## src/rtl/wsd_pkg.sv

```systemverilog
package wsd_pkg;

    typedef enum logic [0:0] {
        ST_IDLE = 1'b0,
        ST_RUN  = 1'b1
    } run_state_e;

    localparam int CODE_W   = 2;
    localparam logic [CODE_W-1:0] CODE_OFF = 2'b11;

    function automatic int max3(input int a, input int b, input int c);
        int m;
        m = (a > b) ? a : b;
        return (m > c) ? m : c;
    endfunction

endpackage

```

## src/rtl/wsd_thresh_lut.sv

```systemverilog
module wsd_thresh_lut
    import wsd_pkg::*;
#(
    parameter int T0    = 4,
    parameter int T1    = 64,
    parameter int T2    = 128,
    parameter int CNT_W = 10
) (
    input  logic [CODE_W-1:0] code,
    input  logic [CNT_W-1:0]  count,
    output logic              hit
);

    logic [CNT_W-1:0] limit;

    always_comb begin
        limit = CNT_W'(T0);
        unique case (code)
            2'b00:   limit = CNT_W'(T0);
            2'b01:   limit = CNT_W'(T1);
            2'b10:   limit = CNT_W'(T2);
            default: limit = CNT_W'(T0);
        endcase
        hit = (code != CODE_OFF) && (count >= limit);
    end

endmodule

```

## src/rtl/wsd_run_fsm.sv

```systemverilog
module wsd_run_fsm
    import wsd_pkg::*;
#(
    parameter int ADDR_W = 26,
    parameter int CNT_W  = 10,
    parameter int SAT    = 513
) (
    input  logic              clk,
    input  logic              rst_n,
    input  logic              evt,
    input  logic [ADDR_W-1:0] addr,
    input  logic              clear,
    output logic [CNT_W-1:0]  count_now
);

    run_state_e        state_q, state_d, base_st;
    logic [CNT_W-1:0]  cnt_q, cnt_new;
    logic [ADDR_W-1:0] last_q;
    logic              step_ok;

    assign step_ok = (addr == last_q + ADDR_W'(1));

    always_comb begin
        base_st = clear ? ST_IDLE : state_q;
        state_d = base_st;
        cnt_new = cnt_q;
        unique case (base_st)
            ST_IDLE: begin
                if (evt) begin
                    state_d = ST_RUN;
                    cnt_new = CNT_W'(1);
                end
            end
            ST_RUN: begin
                if (evt) begin
                    if (step_ok)
                        cnt_new = (cnt_q >= CNT_W'(SAT)) ? CNT_W'(SAT) : cnt_q + CNT_W'(1);
                    else
                        cnt_new = CNT_W'(1);
                end
            end
            default: state_d = ST_IDLE;
        endcase
    end

    always_ff @(posedge clk or negedge rst_n) begin
        if (!rst_n) begin
            state_q <= ST_IDLE;
            cnt_q   <= '0;
            last_q  <= '0;
        end else begin
            state_q <= state_d;
            cnt_q   <= cnt_new;
            if (evt)
                last_q <= addr;
        end
    end

    assign count_now = cnt_new;

endmodule

```

## src/rtl/wsd_stream_detect.sv

```systemverilog
module wsd_stream_detect
    import wsd_pkg::*;
#(
    parameter int ADDR_W = 26,
    parameter int L1_T0  = 4,
    parameter int L1_T1  = 64,
    parameter int L1_T2  = 128,
    parameter int L2_T0  = 12,
    parameter int L2_T1  = 128,
    parameter int L2_T2  = 512
) (
    input  logic              clk,
    input  logic              rst_n,
    input  logic              line_wr_valid,
    input  logic              line_wr_alloc,
    input  logic [ADDR_W-1:0] line_addr,
    input  logic              cfg_wr,
    input  logic [1:0]        cfg_l1_code,
    input  logic [1:0]        cfg_l2_code,
    output logic              dec_valid,
    output logic              no_alloc_l1,
    output logic              no_alloc_l2
);

    localparam int SAT   = max3(max3(L1_T0, L1_T1, L1_T2), max3(L2_T0, L2_T1, L2_T2), 1) + 1;
    localparam int CNT_W = $clog2(SAT + 1);

    logic [CODE_W-1:0] l1_code_q, l2_code_q, l1_code_eff, l2_code_eff;
    logic [CNT_W-1:0]  count_now;
    logic              alloc_evt, l1_hit, l2_hit;

    assign alloc_evt   = line_wr_valid && line_wr_alloc;
    assign l1_code_eff = cfg_wr ? cfg_l1_code : l1_code_q;
    assign l2_code_eff = cfg_wr ? cfg_l2_code : l2_code_q;

    always_ff @(posedge clk or negedge rst_n) begin
        if (!rst_n) begin
            l1_code_q <= '0;
            l2_code_q <= '0;
        end else if (cfg_wr) begin
            l1_code_q <= cfg_l1_code;
            l2_code_q <= cfg_l2_code;
        end
    end

    wsd_run_fsm #(
        .ADDR_W (ADDR_W),
        .CNT_W  (CNT_W),
        .SAT    (SAT)
    ) u_run (
        .clk       (clk),
        .rst_n     (rst_n),
        .evt       (alloc_evt),
        .addr      (line_addr),
        .clear     (cfg_wr),
        .count_now (count_now)
    );

    wsd_thresh_lut #(.T0(L1_T0), .T1(L1_T1), .T2(L1_T2), .CNT_W(CNT_W)) u_l1_lut (
        .code  (l1_code_eff),
        .count (count_now),
        .hit   (l1_hit)
    );

    wsd_thresh_lut #(.T0(L2_T0), .T1(L2_T1), .T2(L2_T2), .CNT_W(CNT_W)) u_l2_lut (
        .code  (l2_code_eff),
        .count (count_now),
        .hit   (l2_hit)
    );

    always_ff @(posedge clk or negedge rst_n) begin
        if (!rst_n) begin
            dec_valid   <= 1'b0;
            no_alloc_l1 <= 1'b0;
            no_alloc_l2 <= 1'b0;
        end else begin
            dec_valid   <= line_wr_valid;
            no_alloc_l2 <= alloc_evt && l2_hit;
            no_alloc_l1 <= alloc_evt && (l2_code_eff != CODE_OFF) && (l2_hit || l1_hit);
        end
    end

endmodule

```

## config.mk

```make
export PLATFORM = sky130hd
export DESIGN_NAME = wsd_stream_detect
export DESIGN_NICKNAME = d
export VERILOG_FILES = /design/src/rtl/wsd_pkg.sv /design/src/rtl/wsd_thresh_lut.sv /design/src/rtl/wsd_run_fsm.sv /design/src/rtl/wsd_stream_detect.sv
export SDC_FILE = /design/constraint.sdc
export NUM_CORES = 1
export LEC_CHECK = 0
export ABC_AREA = 0
export BUFFER_PORTS_ARGS = -buffer_cell sky130_fd_sc_hd__clkbuf_2
export CAP_MARGIN = 20
export CELL_PAD_IN_SITES_DETAIL_PLACEMENT = 0
export CELL_PAD_IN_SITES_GLOBAL_PLACEMENT = 1
export CORE_MARGIN = 8
export CORE_UTILIZATION = 35
export DETAILED_ROUTE_END_ITERATION = 8
export PLACE_DENSITY = 0.72
export SYNTH_ARGS = -nofsm -noshare
export SYNTH_HDL_FRONTEND = slang
export SYNTH_HIERARCHICAL = 1
export SYNTH_SLANG_ARGS = --single-unit
```

## constraint.sdc

```tcl
create_clock -name clk -period 4 [get_ports clk]
set_clock_uncertainty 0.05 [all_clocks]
set_input_delay 0.8 -clock clk [delete_from_list [all_inputs] [get_ports clk]]
set_output_delay 0.8 -clock clk [all_outputs]
set_load 0.01 [all_outputs]
```

## Word-level counts from Yosys, hierarchy flattened

Cells that the tools add are included.

- Word-level logic and storage cells: 40
- Output and inout port bits: 3
- Flip-flop bits (word level): 44
- Input bits: 35

- Equality and inequality tests: 7
- Reduce and logical (&&, ||, !) cells: 7
- Mux-type cells: 12
- Bitwise gates (word level): 1
- Order comparisons: 3
- Add/sub/neg operators: 2

Operators by type and width:

| kind | number |
|---|---|
| 2-to-1 mux 10 bit | 4 |
| one-hot mux 10 bit (2 select lines) | 2 |
| adder 26 x 1 -> 26 bit (second input constant) | 1 |
| equality test 26 bit | 1 |
| one-hot mux 8 bit (2 select lines) | 1 |
| adder 10 x 1 -> 10 bit (second input constant) | 1 |
| >= comparator 10 bit | 1 |
| >= comparator 10 bit (second input constant) | 1 |
| >= comparator 10 x 8 -> 1 bit | 1 |
| logical AND 1 bit | 6 |
| equality test 2 x 1 -> 1 bit (second input constant) | 2 |
| equality test 2 bit (second input constant) | 2 |
| 2-to-1 mux 2 bit | 2 |
| inequality test 2 bit (second input constant) | 2 |
| 2-to-1 mux 1 bit | 3 |
| logical OR 1 bit | 1 |
| NOT 1 bit | 1 |

## Depth between registers and ports, before layout

- Depth after elaboration: 9
- Depth in mapped cells: 16
- Depth with buffers taken out: 16

## By module

The synthesis kept the hierarchy.

By module, submodules not included:

| module | cells each | area an instance (sq um) | seq. area each (sq um) | instances |
|---|---|---|---|---|
| wsd_run_fsm | 275 | 2638.8 | 925.9 | 1 |
| wsd_stream_detect | 15 | 256.5 | 175.2 | 1 |
| wsd_thresh_lut (u_l2_lut) | 21 | 175.2 | 0.0 | 1 |
| wsd_thresh_lut (u_l1_lut) | 16 | 132.6 | 0.0 | 1 |

## Worst setup path before layout

OpenSTA, ideal clock, no wires.

- Path type: register to register
- Start: register u_run.last_q[0]
- End: register no_alloc_l1
- Path buffers: 0
- Clock period less this slack: 3.698 ns
- Cell stages (with the launch flop): 17
- Arrival time: 3.523 ns
- Setup slack: 0.302 ns
- Library setup time: 0.125 ns
- Required time: 3.825 ns
- Path through: dfrtp_1 > ha_1 > nand3_2 > or3_1 > xor2_1 > a311o_1 > nor4_4 > nand4_4 > o21bai_1 > o21ai_1 > inv_1 > ha_1 > nor4bb_1 > o31ai_1 > a21oi_1 > o211ai_1 > a21oi_2

- Longest elaborated chain between the ends: 9
- Elaborated cells between the ends (all ways): 11
- Classes of those cells: add/sub (1); order compare (2); eq/ne (1); mux (3); reduce/logical (4)

RTL lines:

| item | RTL line | text |
|---|---|---|
| from (decl) | wsd_run_fsm.sv:18 | `logic [ADDR_W-1:0] last_q;` |
| from (signal assigned) | wsd_run_fsm.sv:55 | `last_q <= addr;` |
| adder 26 x 1 -> 26 bit | wsd_run_fsm.sv:21 | `assign step_ok = (addr == last_q + ADDR_W'(1));` |
| equality test 26 bit | wsd_run_fsm.sv:21 |  |
| 2-to-1 mux 10 bit | wsd_run_fsm.sv:36 | `if (step_ok)` |
| 2-to-1 mux 10 bit | wsd_run_fsm.sv:35 | `if (evt) begin` |
| one-hot mux 10 bit (2 select lines) | wsd_run_fsm.sv:27 | `unique case (base_st)` |
| via count_now[2] | wsd_stream_detect.sv:29 | `logic [CNT_W-1:0] count_now;` |
| >= comparator 10 bit | wsd_thresh_lut.sv:24 | `hit = (code != CODE_OFF) && (count >= limit);` |
| logical AND 1 bit | wsd_thresh_lut.sv:24 |  |
| via l2_hit | wsd_stream_detect.sv:30 | `logic alloc_evt, l1_hit, l2_hit;` |
| logical OR 1 bit | wsd_stream_detect.sv:79 | `no_alloc_l1 <= alloc_evt && (l2_code_eff != CODE_OFF) && (l2_hit \|\| l1_hit);` |
| logical AND 1 bit | wsd_stream_detect.sv:79 |  |
| to (signal assigned) | wsd_stream_detect.sv:79 |  |
| to (decl) | wsd_stream_detect.sv:21 | `output logic no_alloc_l1,` |

The timed path passes the listed nets, and every way through them passes these cells.
A chain may end at the register's enable or synchronous reset.

## Final worst setup path

Same ends and word-level chain as after synthesis.

==> impl_metrics.xml <==
<?xml version="1.0" encoding="UTF-8"?>
<metrics>
  <group name="outcome">
    <metric name="status" unit="">finished, final reports clean</metric>
  </group>
  <group name="finish">
    <metric name="areaGrowthSynthToFinish" unit="%">17.7</metric>
    <metric name="most_common_cell_after_layout_fill_and_taps_aside" unit="">dfrtp_1</metric>
    <metric name="highest_count_cells_in_the_layout_ignoring_fill_and_taps" unit="">dfrtp_1, clkbuf_2, mux2_2</metric>
    <metric name="final_net_count" unit="">434</metric>
    <metric name="finish.instance_area" unit="µm²">3770</metric>
    <metric name="fraction_of_layout_instances_using_a_drive_strength_above_1" unit="">0.300</metric>
    <metric name="fin_util" unit="">0.416</metric>
    <metric name="antenna_cells_inserted" unit="">0</metric>
    <metric name="n_fill_cell" unit="">901</metric>
  </group>
  <group name="routing">
    <metric name="detailedRoute.firstIterationViolations" unit="">77</metric>
    <metric name="via_count" unit="">2589</metric>
    <metric name="ant_nets" unit="">0</metric>
    <metric name="drc" unit="">0</metric>
    <metric name="routed_wire_length_per_instance" unit="µm">15.5</metric>
    <metric name="avgViaCountPerCell" unit="">5.24</metric>
    <metric name="detailed_route_wire_length" unit="µm">7650</metric>
    <metric name="detailedRoute.firstPassIterationCount" unit="">4</metric>
  </group>
  <group name="global_route">
    <metric name="grt_first_pass_wirelength" unit="µm">12900</metric>
    <metric name="antenna_found_initial" unit="">0</metric>
    <metric name="grt_use_total" unit="">0.127</metric>
    <metric name="met3_usage" unit="">0.0281</metric>
    <metric name="gr-max-usage-layer" unit="">met2</metric>
    <metric name="use_met2" unit="">0.226</metric>
    <metric name="met1_usage" unit="">0.151</metric>
    <metric name="vias_in_the_first_global_route" unit="">2639</metric>
    <metric name="overflow" unit="">0</metric>
    <metric name="grt_start_max_net_pins" unit="">28</metric>
  </group>
  <group name="critical_path">
    <metric name="cp.required" unit="ns">4.15</metric>
    <metric name="setup.worst_path.end" unit="">no_alloc_l1</metric>
    <metric name="endpoint_of_the_worst_slack_reg_to_reg_timing_path" unit="">no_alloc_l1</metric>
    <metric name="reg2reg_from" unit="">u_run/last_q[0]</metric>
    <metric name="timing.critical_path.from" unit="">u_run/last_q[0]</metric>
    <metric name="criticalPathCategory" unit="">reg2reg</metric>
    <metric name="depth_of_the_worst_register_to_register_path" unit="">16</metric>
    <metric name="capturing_element_type_of_the_critical_path" unit="">flip-flop</metric>
    <metric name="critical_path_arrival" unit="ns">3.94</metric>
    <metric name="highest_net_fanout_along_the_worst_path" unit="">7</metric>
    <metric name="nature_of_the_critical_path_startpoint" unit="">flip-flop</metric>
    <metric name="regToRegSetupSlack" unit="ns">0.22</metric>
  </group>
  <group name="power">
    <metric name="intPower" unit="W">0.000852</metric>
    <metric name="power" unit="W">0.00126</metric>
    <metric name="p_clk_frac" unit="">0.293</metric>
    <metric name="share_seq_of_total_power" unit="">0.430</metric>
    <metric name="power.density" unit="nW/µm²">333</metric>
    <metric name="power_frac_comb" unit="">0.277</metric>
    <metric name="power.net_switching" unit="W">0.000404</metric>
    <metric name="vdd.ir_drop.worst" unit="mV">0.127</metric>
    <metric name="netSwitchingFraction" unit="">0.322</metric>
    <metric name="leakagePower" unit="nW">1.61</metric>
  </group>
  <group name="synthesis">
    <metric name="synthFlopType" unit="">dfrtp_1</metric>
    <metric name="synth_warnings" unit="">6</metric>
    <metric name="yosysUniqueCellTypes" unit="">66</metric>
    <metric name="synth_largest_area_cell" unit="">dfrtp_1</metric>
    <metric name="ys_top_cells_by_area" unit="">dfrtp_1, mux2_2, ha_1</metric>
    <metric name="synth_cells" unit="">327</metric>
    <metric name="syn-num-nets" unit="">379</metric>
    <metric name="yosys_register_bits" unit="">44</metric>
    <metric name="synth_top_area_frac" unit="">0.344</metric>
    <metric name="synthesis.area_per_instance" unit="µm²">9.80</metric>
    <metric name="synth.cell_area" unit="µm²">3200</metric>
    <metric name="asyncSetResetFlopFracSynth" unit="">1.00</metric>
    <metric name="synth_enable_flop_cells" unit="">0</metric>
    <metric name="synth.yosys.seq_area_share" unit="">0.344</metric>
  </group>
  <group name="clocking">
    <metric name="clk_root_buffer_cell" unit="">clkbuf_8</metric>
    <metric name="numCtsBuffers" unit="">5</metric>
    <metric name="clk_transition_reported_paths" unit="ns">0.10</metric>
    <metric name="numClockSinks" unit="">44</metric>
    <metric name="htree_levels" unit="">2</metric>
    <metric name="clock_latency_at_the_later_pin_of_the_worst_skew_pair" unit="ns">0.31</metric>
    <metric name="cts-hold-fix-buffers" unit="">0</metric>
    <metric name="clock_tree.buffer_depth" unit="">2</metric>
    <metric name="tritoncts" unit="">built</metric>
  </group>
  <group name="timing">
    <metric name="fin_crit" unit="ns">3.78</metric>
    <metric name="hold_ws" unit="ns">0.489</metric>
    <metric name="fmax" unit="MHz">264</metric>
    <metric name="max_slew_margin" unit="">0.501</metric>
    <metric name="finalSetupViolCount" unit="">0</metric>
    <metric name="final-hold-violation-count" unit="">0</metric>
    <metric name="rsz0062_at_grt" unit="">no</metric>
    <metric name="drv_slew" unit="">0</metric>
    <metric name="timing.final.crit_share" unit="">0.946</metric>
    <metric name="max_slew.worst_pin.slew" unit="ns">0.749</metric>
    <metric name="final.setup.tns" unit="ns">0</metric>
  </group>
  <group name="placed_design">
    <metric name="numPortBuffers" unit="">37</metric>
    <metric name="dpl-instance-area" unit="µm²">3630</metric>
    <metric name="place.detailed.hpwl" unit="µm">6020</metric>
    <metric name="finalWeightedCongestion" unit="">0.804</metric>
  </group>
  <group name="floorplan">
    <metric name="fp-row-count" unit="">35</metric>
    <metric name="initial_util" unit="">0.353</metric>
    <metric name="core_box_area" unit="µm²">9060</metric>
    <metric name="die_footprint" unit="µm²">12500</metric>
    <metric name="floorplan.io_pins" unit="">38</metric>
    <metric name="die_w" unit="µm">112</metric>
    <metric name="die-height" unit="µm">112</metric>
  </group>
  <group name="job">
    <metric name="timing.max_cap.violations" unit="">0</metric>
  </group>
  <group name="hold_path">
    <metric name="hold_path.class" unit="">in2async</metric>
  </group>
</metrics>
[timing repair]
action | CTS | global route
buffers inserted | 0 | 1
endpoints found under the hold margin | 0 | 0
gates resized for setup | 0 | 5
setup endpoints to repair | 0 | 2
[registers in the layout, indices dropped and copies added, names as in the netlist]
name / cells
u_run/last_q: 26
u_run/cnt_q: 10
l1_code_q: 2
l2_code_q: 2
dec_valid: 1
no_alloc_l1: 1
no_alloc_l2: 1
u_run/state_q: 1
[layer usage]
metal / part of all wire / wire length, µm / up-vias
li1: - / - / 1298
met1: 0.45 / 3420 / 1246
met2: 0.51 / 3870 / 38
met3: 0.035 / 271 / 7
met4: 0.011 / 81 / 0
met5: 0 / 0 / -
[metrics by stage]
step,cells,setup WS [ns]
3_3_place_gp,485,0.0715
4_1_cts,493,0.121
6_report,494,0.217
3_5_place_dp,485,0.0522
5_1_grt,494,0.00325
2_1_floorplan,327,0.302
[how the worst min path moves through the flow]
| stage | from | endpoint | slack (ns) | depth (start not counted) |
|---|---|---|---|---|
| after floorplan | rst_n | dec_valid | 0.45 | 0 |
| after global routing | l2_code_q[0] | l2_code_q[0] | 0.51 | 1 |
| after CTS | l2_code_q[0] | l2_code_q[0] | 0.50 | 1 |
| final | rst_n | u_run/last_q[6] | 0.49 | 1 |
| after global placement | u_run/last_q[25] | u_run/last_q[25] | 0.46 | 1 |
| after detailed placement | l2_code_q[0] | l2_code_q[0] | 0.47 | 1 |
[critical path: stages (launching register included)]
cell      delay (ns)
dfrtp_1         0.38
ha_1            0.20
nand3_2         0.16
or3_1           0.40
xor2_1          0.15
a311o_1         0.36
nor4_4          0.35
nand4_4         0.17
o21bai_1        0.19
o21ai_1         0.12
inv_1           0.07
ha_1            0.29
nor4bb_1        0.14
o31ai_1         0.27
a21oi_1         0.11
o211ai_1        0.22
a21oi_2         0.04
[power by group through the flow]
stage | Combinational [W] | Clock, W | Sequential [W]
after floorplan | 0.000239 | 0 | 0.000537
after global placement | 0.000340 | 0 | 0.000546
after detailed placement | 0.000345 | 0 | 0.000548
after CTS | 0.000347 | 0.000381 | 0.000539
after global routing | 0.000389 | 0.000400 | 0.000547
final | 0.000348 | 0.000368 | 0.000540
[synth_stat cells (all sizes together), types with 2 or more instances]
cell,n
a2111oi,2
a211o,3
a211oi,2
a21o,4
a21oi,9
a31oi,2
and2,2
and3,7
buf,4
clkbuf,7
dfrtp,44
ha,17
inv,26
mux2,29
nand2,19
nand2b,5
nand3,15
nand3b,2
nand4,10
nor2,11
nor3,8
nor3b,2
nor4,13
nor4b,2
o211ai,3
o21ai,11
o22ai,3
or3,5
or4,4
xnor2,20
xor2,13
[kinds of logic (layout without fill, tap and decap cells)]
logic type,count (synthesis),in the layout,synth area share
flip-flops,44,44,0.344
adder cells (fa/ha/maj),18,18,0.0695
AO/OA/AOI/OAI,53,53,0.116
buffers and inverters,37,93,0.0488
multiplexers,29,29,0.104
AND/OR/NAND/NOR,113,113,0.227
XOR/XNOR,33,33,0.0902
[final cells by class]
class / count / area (µm²) / area share
flip-flops and latches: 44 / 1100 / 0.292
clock inverters: 3 / 46.3 / 0.0123
clock buffers: 5 / 68.8 / 0.0182
repair buffers: 59 / 350 / 0.0929
multi-input cells: 246 / 1970 / 0.522
well taps: 111 / 139 / 0.0368
inverters: 26 / 97.6 / 0.0259
Power figures use the tool's default switching activity.
